$ cat src/rtl/ast_pkg.sv
package ast_pkg;
  // transmit offset is one fifth of the slot length, floored
  function automatic logic [31:0] div5(input logic [31:0] v);
    return v / 32'd5;
  endfunction
endpackage

$ cat src/rtl/ast_slot_ctr.sv
module ast_slot_ctr #(
  parameter int TW         = 16,
  parameter int SLOTS_LOG2 = 2
) (
  input  logic                 clk,
  input  logic                 rst,
  input  logic                 tick_en,
  input  logic [TW-1:0]        init_len,
  input  logic [TW-1:0]        base_len,
  input  logic signed [TW:0]   pend,
  input  logic [TW-1:0]        tx_off,
  output logic [TW-1:0]        cnt,
  output logic                 bnd,
  output logic                 slot_tgl,
  output logic                 frame_tgl,
  output logic                 tx_fire
);
  logic [TW-1:0]         len_q;
  logic [SLOTS_LOG2-1:0] idx_q;
  logic signed [TW:0]    next_len;

  assign bnd      = tick_en && (cnt == len_q - 1'b1);
  assign next_len = $signed({1'b0, base_len}) + pend;

  always_ff @(posedge clk) begin
    if (rst) begin
      cnt       <= '0;
      len_q     <= init_len;
      idx_q     <= '0;
      slot_tgl  <= 1'b0;
      frame_tgl <= 1'b0;
      tx_fire   <= 1'b0;
    end else begin
      tx_fire <= tick_en && !bnd && ((cnt + 1'b1) == tx_off);
      if (bnd) begin
        cnt      <= '0;
        len_q    <= next_len[TW-1:0];
        slot_tgl <= ~slot_tgl;
        idx_q    <= idx_q + 1'b1;
        if (&idx_q) frame_tgl <= ~frame_tgl;
      end else if (tick_en) begin
        cnt <= cnt + 1'b1;
      end
    end
  end
endmodule

$ cat src/rtl/ast_err_hist.sv
module ast_err_hist #(
  parameter int EW         = 17,
  parameter int DEPTH_LOG2 = 4,
  localparam int DEPTH     = 1 << DEPTH_LOG2,
  localparam int SW        = EW + DEPTH_LOG2
) (
  input  logic                 clk,
  input  logic                 rst,
  input  logic                 wr,
  input  logic                 clr,
  input  logic signed [EW-1:0] din,
  output logic signed [SW-1:0] sum,
  output logic signed [EW-1:0] oldest,
  output logic                 full
);
  logic signed [EW-1:0]  mem [DEPTH];
  logic [DEPTH_LOG2-1:0] wp;
  logic [DEPTH_LOG2:0]   n;
  logic signed [EW-1:0]  drop;

  assign oldest = mem[wp];
  assign full   = (n == (DEPTH_LOG2+1)'(DEPTH));
  assign drop   = full ? oldest : '0;

  always_ff @(posedge clk) begin
    if (wr) mem[wp] <= din;
  end

  always_ff @(posedge clk) begin
    if (rst || clr) begin
      wp  <= '0;
      n   <= '0;
      sum <= '0;
    end else if (wr) begin
      wp  <= wp + 1'b1;
      if (!full) n <= n + 1'b1;
      sum <= sum + SW'(din) - SW'(drop);
    end
  end
endmodule

$ cat src/rtl/adaptive_slot_timer.sv
module adaptive_slot_timer #(
  parameter int TW         = 16,
  parameter int SLOTS_LOG2 = 2,
  parameter int BUF_LOG2   = 4,
  parameter int THRESH     = 20
) (
  input  logic                clk,
  input  logic                rst,
  input  logic                tick_en,
  input  logic                rx_start,
  input  logic                sync_valid,
  input  logic [TW-1:0]       cfg_slot_init,
  output logic                slot_tgl,
  output logic                frame_tgl,
  output logic                tx_fire,
  output logic [TW-1:0]       slot_dur,
  output logic signed [TW:0]  sync_err
);
  localparam int EW    = TW + 1;
  localparam int SW    = EW + BUF_LOG2;
  localparam int CW    = $clog2(THRESH + 1) + 1;
  localparam int SHIFT = BUF_LOG2 + SLOTS_LOG2;
  localparam logic signed [CW-1:0] ONE   = CW'(1);
  localparam logic signed [CW-1:0] THR_S = CW'(THRESH);

  logic [TW-1:0]         cnt, tx_off;
  logic                  bnd, evt, hit, full;
  logic signed [EW-1:0]  raw_err, half, sat, pend, oldest, old_term;
  logic signed [CW-1:0]  sc_q, sc_nx, sc_abs;
  logic signed [SW-1:0]  hsum, total, corr, new_w;
  logic [TW-1:0]         new_dur;

  assign evt     = rx_start && sync_valid;
  assign raw_err = $signed({1'b0, cnt}) - $signed({1'b0, tx_off});
  assign half    = $signed({2'b00, slot_dur[TW-1:1]});

  always_comb begin
    if (raw_err > half)       sat = half;
    else if (raw_err < -half) sat = -half;
    else                      sat = raw_err;
    if (sat > 0)      sc_nx = sc_q + ONE;
    else if (sat < 0) sc_nx = sc_q - ONE;
    else              sc_nx = sc_q;
    sc_abs = sc_nx[CW-1] ? -sc_nx : sc_nx;
  end

  assign hit      = evt && (sc_abs == THR_S);
  assign old_term = full ? oldest : '0;
  assign total    = hsum + SW'(sat) - SW'(old_term);
  assign corr     = total >>> SHIFT;
  assign new_w    = SW'($signed({1'b0, slot_dur})) + corr;
  assign new_dur  = new_w[TW-1:0];

  ast_slot_ctr #(.TW(TW), .SLOTS_LOG2(SLOTS_LOG2)) u_ctr (
    .clk(clk), .rst(rst), .tick_en(tick_en), .init_len(cfg_slot_init),
    .base_len(slot_dur), .pend(pend), .tx_off(tx_off), .cnt(cnt), .bnd(bnd),
    .slot_tgl(slot_tgl), .frame_tgl(frame_tgl), .tx_fire(tx_fire)
  );

  ast_err_hist #(.EW(EW), .DEPTH_LOG2(BUF_LOG2)) u_hist (
    .clk(clk), .rst(rst), .wr(evt), .clr(hit), .din(sat),
    .sum(hsum), .oldest(oldest), .full(full)
  );

  always_ff @(posedge clk) begin
    if (rst) begin
      slot_dur <= cfg_slot_init;
      tx_off   <= TW'(ast_pkg::div5(32'(cfg_slot_init)));
      sc_q     <= '0;
      pend     <= '0;
      sync_err <= '0;
    end else begin
      if (bnd) pend <= '0;
      if (evt) begin
        pend     <= sat;
        sync_err <= sat;
        if (hit) begin
          sc_q     <= '0;
          slot_dur <= new_dur;
          tx_off   <= TW'(ast_pkg::div5(32'(new_dur)));
        end else begin
          sc_q <= sc_nx;
        end
      end
    end
  end
endmodule

$ cat config.mk
export PLATFORM = sky130hd
export DESIGN_NAME = adaptive_slot_timer
export DESIGN_NICKNAME = d
export VERILOG_FILES = /design/src/rtl/ast_pkg.sv /design/src/rtl/ast_slot_ctr.sv /design/src/rtl/ast_err_hist.sv /design/src/rtl/adaptive_slot_timer.sv
export SDC_FILE = /design/constraint.sdc
export NUM_CORES = 1
export LEC_CHECK = 0
export CAP_MARGIN = 10
export CORE_UTILIZATION = 35
export CTS_CLUSTER_DIAMETER = 100
export DETAILED_ROUTE_END_ITERATION = 12
export PLACE_DENSITY_LB_ADDON = 0.3
export SLEW_MARGIN = 20
export SYNTH_ARGS = -nofsm -noshare
export SYNTH_HDL_FRONTEND = slang
export SYNTH_SLANG_ARGS = --single-unit
$ cat constraint.sdc
create_clock -name clk -period 47.3 [get_ports clk]
set_clock_uncertainty 0.1 [all_clocks]
set_input_delay 9.46 -clock clk [delete_from_list [all_inputs] [get_ports clk]]
set_output_delay 9.46 -clock clk [all_outputs]
set_load 0.02 [all_outputs]
**Word-level counts from Yosys, hierarchy flattened**

Memory sizes are Yosys's and may differ from the RTL's. A register that Yosys moved wholly into a read port is not among the register bits.
Cells that the tools add are included.

- $add $sub $neg: 14
- Div/mod/pow operators: 2
- $lt $le $gt $ge: 4
- Eq/ne operators: 4
- Mux-type cells: 21
- Bitwise logic cells: 3
- Reduce and logical (&&, ||, !) cells: 15

Operators with widths:

| cell | count |
|---|---|
| 16-bit 2-to-1 mux | 10 |
| 16-bit by 3-bit divider with 32-bit output, second input constant | 2 |
| 17-bit 2-to-1 mux | 3 |
| 16-bit equality test | 2 |
| 6-bit 2-to-1 mux | 4 |
| 21-bit by 17-bit adder with 21-bit output | 1 |
| 21-bit by 17-bit subtractor with 21-bit output | 1 |
| 17-bit by 1-bit > comparator with 1-bit output, second input constant | 1 |
| 17-bit by 16-bit > comparator with 1-bit output | 1 |
| 17-bit by 1-bit less-than comparator with 1-bit output, second input constant | 1 |
| 17-bit less-than comparator | 1 |
| 15-bit negator with 17-bit output | 1 |
| 16-bit by 16-bit subtractor with 17-bit output | 1 |
| 16-bit by 1-bit adder with 16-bit output, second input constant | 1 |
| 16-bit by 15-bit adder with 16-bit output | 1 |
| 16-bit adder | 1 |
| 16-bit by 1-bit subtractor with 16-bit output, second input constant | 1 |
| 4-bit 2-to-1 mux | 2 |
| 2-bit nonzero test | 4 |
| 6-bit by 2-bit adder with 6-bit output, second input constant | 1 |
| 6-bit equality test, second input constant | 1 |
| 6-bit negator | 1 |
| 6-bit by 2-bit subtractor with 6-bit output, second input constant | 1 |
| 5-bit by 1-bit adder with 5-bit output, second input constant | 1 |
| other kinds (11) | 19 |

- Register bits: 138
- RAM bits: 272
- Bits of input ports: 21
- Output and inout bits: 36
- Word-level logic and storage cells: 78
- Memories kept: 1

Memory list:

| memory | depth | bits a word | rd ports | clocked after Yosys merged registers in | write ports | RTL line | source |
|---|---|---|---|---|---|---|---|
| u_hist.mem | 16 | 17 | 1 | 1 | 1 | ast_err_hist.sv:16 | `logic signed [EW-1:0] mem [DEPTH];` |

**Longest topological paths before layout**

- Depth in word-level cells: 14
- Depth in mapped cells: 77
- Mapped depth without buffers: 70

**Modules after synthesis**

From an unflattened synthesis, not the netlist that was laid out.

- Cells, all modules: 2453
- Area total of the unflattened synthesis: 26277.7 µm²

Modules (own cells, without submodules):

| module | instances | cells each | area an instance (µm²) | sequential area each (µm²) |
|---|---|---|---|---|
| ast_err_hist | 1 | 799 | 13533.0 | 8848.5 |
| adaptive_slot_timer | 1 | 1256 | 9454.1 | 1701.6 |
| ast_slot_ctr | 1 | 398 | 3290.7 | 900.9 |

**Least setup slack after synthesis**

OpenSTA, ideal clock, no wires.

- Path kind: register -> register
- Start: register u_ctr.cnt[0]
- End: register tx_off[0] (data pin)
- Library setup time: 0.267 ns
- Arrival: 15.000 ns
- Data required time: 46.933 ns
- Setup slack: 31.932 ns
- Stages on the path, launching flop included: 73
- Buffers on the path: 5
- Clock period less this slack: 15.368 ns
- Cell sequence: dfxtp_1 clkbuf_1 inv_1 ha_1 inv_1 fa_1 a21o_1 a21oi_1 o21ai_0 a21oi_1 o21ai_0 a21oi_1 o21ai_0 a21oi_1 a211oi_1 o21a_1 nor2_1 xnor2_1 [... 37 more ...] buf_6 mux2i_1 a211oi_1 buf_2 a21o_1 a21oi_1 or4_4 or4b_4 a221oi_2 or2_4 o211ai_1 a22oi_1 xnor2_1 ha_1 nor2_1 a2111o_1 nand3_1 o211ai_2

- Cells in the longest elaborated chain, start to end: 11
- Elaborated cells between the ends (all ways): 12
- Those cells by class: add/sub (4); div (1); order compare (2); mux (5)

RTL lines:

| element | RTL line | source |
|---|---|---|
| start: declaration | ast_slot_ctr.sv:12 | `output logic [TW-1:0] cnt,` |
| start signal: assignment | ast_slot_ctr.sv:42 | `cnt <= cnt + 1'b1;` |
| 16-bit by 16-bit subtractor with 17-bit output * | adaptive_slot_timer.sv:34 | `assign raw_err = $signed({1'b0, cnt}) - $signed({1'b0, tx_off});` |
| 17-bit less-than comparator | adaptive_slot_timer.sv:39 | `else if (raw_err < -half) sat = -half;` |
| 17-bit 2-to-1 mux | adaptive_slot_timer.sv:39 |  |
| 17-bit 2-to-1 mux * | adaptive_slot_timer.sv:38 | `if (raw_err > half) sat = half;` |
| net sat[1] | adaptive_slot_timer.sv:28 | `logic signed [EW-1:0] raw_err, half, sat, pend, oldest, old_term;` |
| 21-bit by 17-bit adder with 21-bit output * | adaptive_slot_timer.sv:49 | `assign total = hsum + SW'(sat) - SW'(old_term);` |
| 21-bit by 17-bit subtractor with 21-bit output * | adaptive_slot_timer.sv:49 |  |
| net total[19] | adaptive_slot_timer.sv:30 | `logic signed [SW-1:0] hsum, total, corr, new_w;` |
| 16-bit by 15-bit adder with 16-bit output * | adaptive_slot_timer.sv:51 | `assign new_w = SW'($signed({1'b0, slot_dur})) + corr;` |
| 16-bit by 3-bit divider with 32-bit output * | ast_pkg.sv:4 | `return v / 32'd5;` |
| 16-bit 2-to-1 mux * | adaptive_slot_timer.sv:77 | `if (hit) begin` |
| 16-bit 2-to-1 mux * | adaptive_slot_timer.sv:74 | `if (evt) begin` |
| 16-bit 2-to-1 mux * | adaptive_slot_timer.sv:66 | `if (rst) begin` |
| end signal: assignment | adaptive_slot_timer.sv:68 | `tx_off <= TW'(ast_pkg::div5(32'(cfg_slot_init)));` |
| end signal: assignment | adaptive_slot_timer.sv:80 | `tx_off <= TW'(ast_pkg::div5(32'(new_dur)));` |
| end: declaration | adaptive_slot_timer.sv:26 | `logic [TW-1:0] cnt, tx_off;` |

Mark *: on every way through the listed nets, which the timed path passes. The rest lies on a longest branch. The select of a mux whose other input is x is not followed.
A chain may end at the register's enable or synchronous reset.

**Worst setup path after layout**

Ends and elaborated chain as after synthesis.

==> flow_metrics.tcl <==
set metrics [dict create \
    fin_setup_tns_ns 0 \
    hold_buffers 0 \
    grt_max_degree 79 \
    cts_tree "built" \
    multi_input_area_um2 11300 \
    antenna_found_initial 0 \
    clkSinkCount 412 \
    synth-warning-count 0 \
    regArea_um2 11400 \
    hold_class "flip-flop to flip-flop" \
    grt_overflow 0 \
    synth.avg_cell_area_um2 11.4 \
    rows 94 \
    fmax_mhz 55.0 \
    rr_startpoint "u_ctr.cnt[0]" \
    layout.nets 2275 \
    postRouteAntennaNets 0 \
    cts_buffers 44 \
    syn_area_um2 23600 \
    post-route-util 0.404 \
    ios 57 \
    dr_total_vias 17000 \
    cts_setup_buffers 0 \
    synth_async_sr_flop_share 0 \
    syn_nets 2227 \
    root_buffer "clkbuf_16" \
    start_kind "flip-flop" \
    die-area_um2 68400 \
    fin_cells 3020 \
    h-tree-depth 2 \
    slowest_delay_ns 0.77 \
    path_class "flip-flop to flip-flop" \
    drt-total-wl_um 67100 \
    die_h_um 262 \
    cts_buffer_depth 3 \
    drv_slew 0 \
    max-slew-margin-rel 0.272 \
    status "finished clean" \
    grt_usage 0.195 \
    holdCritStartpoint "sync_err[16]" \
    max_slew.worst_pin.slew_ns 1.09 \
    clk_pin_slew_worst_paths_ns 0.06 \
    synthCells 2073 \
    n_fill_cell 6236 \
    gp_congestion 0.908 \
    cp-end-kind "flip-flop" \
    area_growth_pct 13.4 \
    initial_core_util 0.356 \
    grt_pass1_wl_um 101000 \
    post_drt_wl_per_cell_um 22.2 \
    hold_viol 0 \
    synth_ff_type "edfxtp_1" \
    crit_top_cell "a21oi_1" \
    hpwl_um 47200 \
    first_pass_iters 6 \
    ctsResizeCount 0 \
    seq_area_frac_synth 0.485 \
    ys_types 104 \
    crit_arrival_ns 18.42 \
    first_global_vias 16500 \
    clock_latency_ns 0.62 \
    port_buffers 56 \
    ys_ff_latch 412 \
    fin_crit_sh 0.384 \
    via_per_inst 5.64 \
    dpl.cell_count 2939 \
    finalSetupViolations 0 \
    drc_errors 0 \
    die_w_um 262 \
    grt_setup_unrepaired "no" \
    diodes 0 \
    crit_path_top_delay_cell "nor3_2" \
    maxCapViolCount 0 \
    synth-edff-count 318 \
    crit_start "u_ctr.cnt[0]" \
    cp_max_fo 18 \
    final_area_um2 26700 \
    first_iter_violations 1654 \
    placed_area_um2 25200 \
    core_um2 66200 \
    drive_above_1_share 0.126 \
    final.min_clock_period_ns 18.17 \
    cp.required_ns 47.55 \
]
[flip-flops by register name (all words and copies together), names as in the netlist, 4 cells and up, named ones only]
signal,flops
sync_err,17
u_hist.sum,21
u_hist.wp,4
u_hist.mem,272
tx_off,14
slot_dur,16
u_ctr.cnt,16
u_ctr.len_q,16
u_hist.n,5
pend,16
sc_q,6
[cells in the final DEF, fill, tap and decap left out, types with 19 or more instances in the layout]
| cell type | n |
|---|---|
| clkdlybuf4s50_1 | 55 |
| a21oi_1 | 134 |
| dfxtp_1 | 92 |
| mux4_2 | 85 |
| nor4_1 | 19 |
| ha_1 | 110 |
| nand2_1 | 147 |
| nor2_1 | 145 |
| edfxtp_1 | 318 |
| o211ai_1 | 26 |
| o21ai_0 | 64 |
| clkbuf_16 | 44 |
| and2_1 | 19 |
| nand4_1 | 29 |
| buf_4 | 49 |
| a211oi_1 | 19 |
| o21a_1 | 29 |
| nand3_1 | 41 |
| fa_1 | 23 |
| xnor2_1 | 91 |
| mux2i_1 | 27 |
| xor2_1 | 49 |
| inv_1 | 124 |
| nor3_1 | 76 |
| a21o_1 | 22 |
[worst max-delay path, delay by kind of cell, from the launching register on]
family	cells	cell delay [ns]
xor gates and xnor gates	3	0.61
buffers and inverters	3	0.42
AOI/OAI and AO/OA	44	10.65
DFF	1	0.39
and+or+nand+nor	12	3.19
adders and majority gates	7	2.54
[logic make-up (layout without fill, tap and decap cells)]
logic type                 Yosys count  in the layout  synth area share
and+or+nand+nor                    591            591             0.123
adders and majority gates          136            136            0.0792
DFF                                412            412             0.485
xor gates and xnor gates           141            141            0.0530
buffers and inverters              235            318            0.0397
AOI/OAI and AO/OA                  445            445             0.127
muxes                              113            113            0.0932
[layer usage]
| layer | vias up | GRT usage | part of all wire |
|---|---|---|---|
| met5 | - | 0 | 0 |
| met4 | 0 | 0.0688 | 0.033 |
| met3 | 107 | 0.0247 | 0.049 |
| met2 | 549 | 0.330 | 0.49 |
| met1 | 8529 | 0.257 | 0.43 |
| li1 | 7845 | - | - |
[Yosys cell counts (all sizes together) (7+ instances only)]
cell type,n,area (um^2)
edfxtp,318,9550
nand3,41,205
o21bai,18,135
o31ai,8,73.8
fa,23,460
inv,129,487
or2,9,58.8
ha,110,1380
mux4,85,1910
clkbuf,75,282
dfxtp,94,1880
nor2,159,602
a21oi,138,706
xnor2,91,797
nand4,30,194
buf,27,150
nor4,21,153
and3,16,100
a21o,22,165
o21ai,79,399
a2111oi,7,86.3
nor3,81,410
xor2,49,429
nand2b,13,81.3
a31oi,15,93.8
or3,13,86.3
or4,7,56.3
and2,21,131
nor2b,13,81.3
o21a,30,226
o211a,10,108
o211ai,27,208
nand2,147,552
mux2i,27,270
a211oi,20,155
[path summary, 6_finish.rpt]
| kind | endpoint | slack [ns] | depth (start not counted) |
|---|---|---|---|
| worst max-delay path | tx_off[0] | 29.13 | 69 |
| worst min-delay path | sync_err[16] | 0.36 | 2 |
| worst max register to register | tx_off[0] | 29.13 | 69 |
| worst min register to register | sync_err[16] | 0.36 | 2 |
[metrics by stage]
stage	worst slack [ns]	hold WS, ns
floorplan	31.93	0.340
global placement	30.25	0.347
detailed placement	29.63	0.351
CTS	29.54	0.362
global route	27.87	0.381
finish	29.13	0.357
[cell type report]
class | count | share of cell area
tap | 864 | 0.0405
inverter | 133 | 0.0188
sequential | 412 | 0.428
clock inverter | 35 | 0.0152
timing repair buffer | 104 | 0.0344
multi-input combinational | 1426 | 0.422
clock buffer | 46 | 0.0415
Power is not shown: default switching activity piles up to over one toggle a cycle in this logic, so the estimate is an artifact.
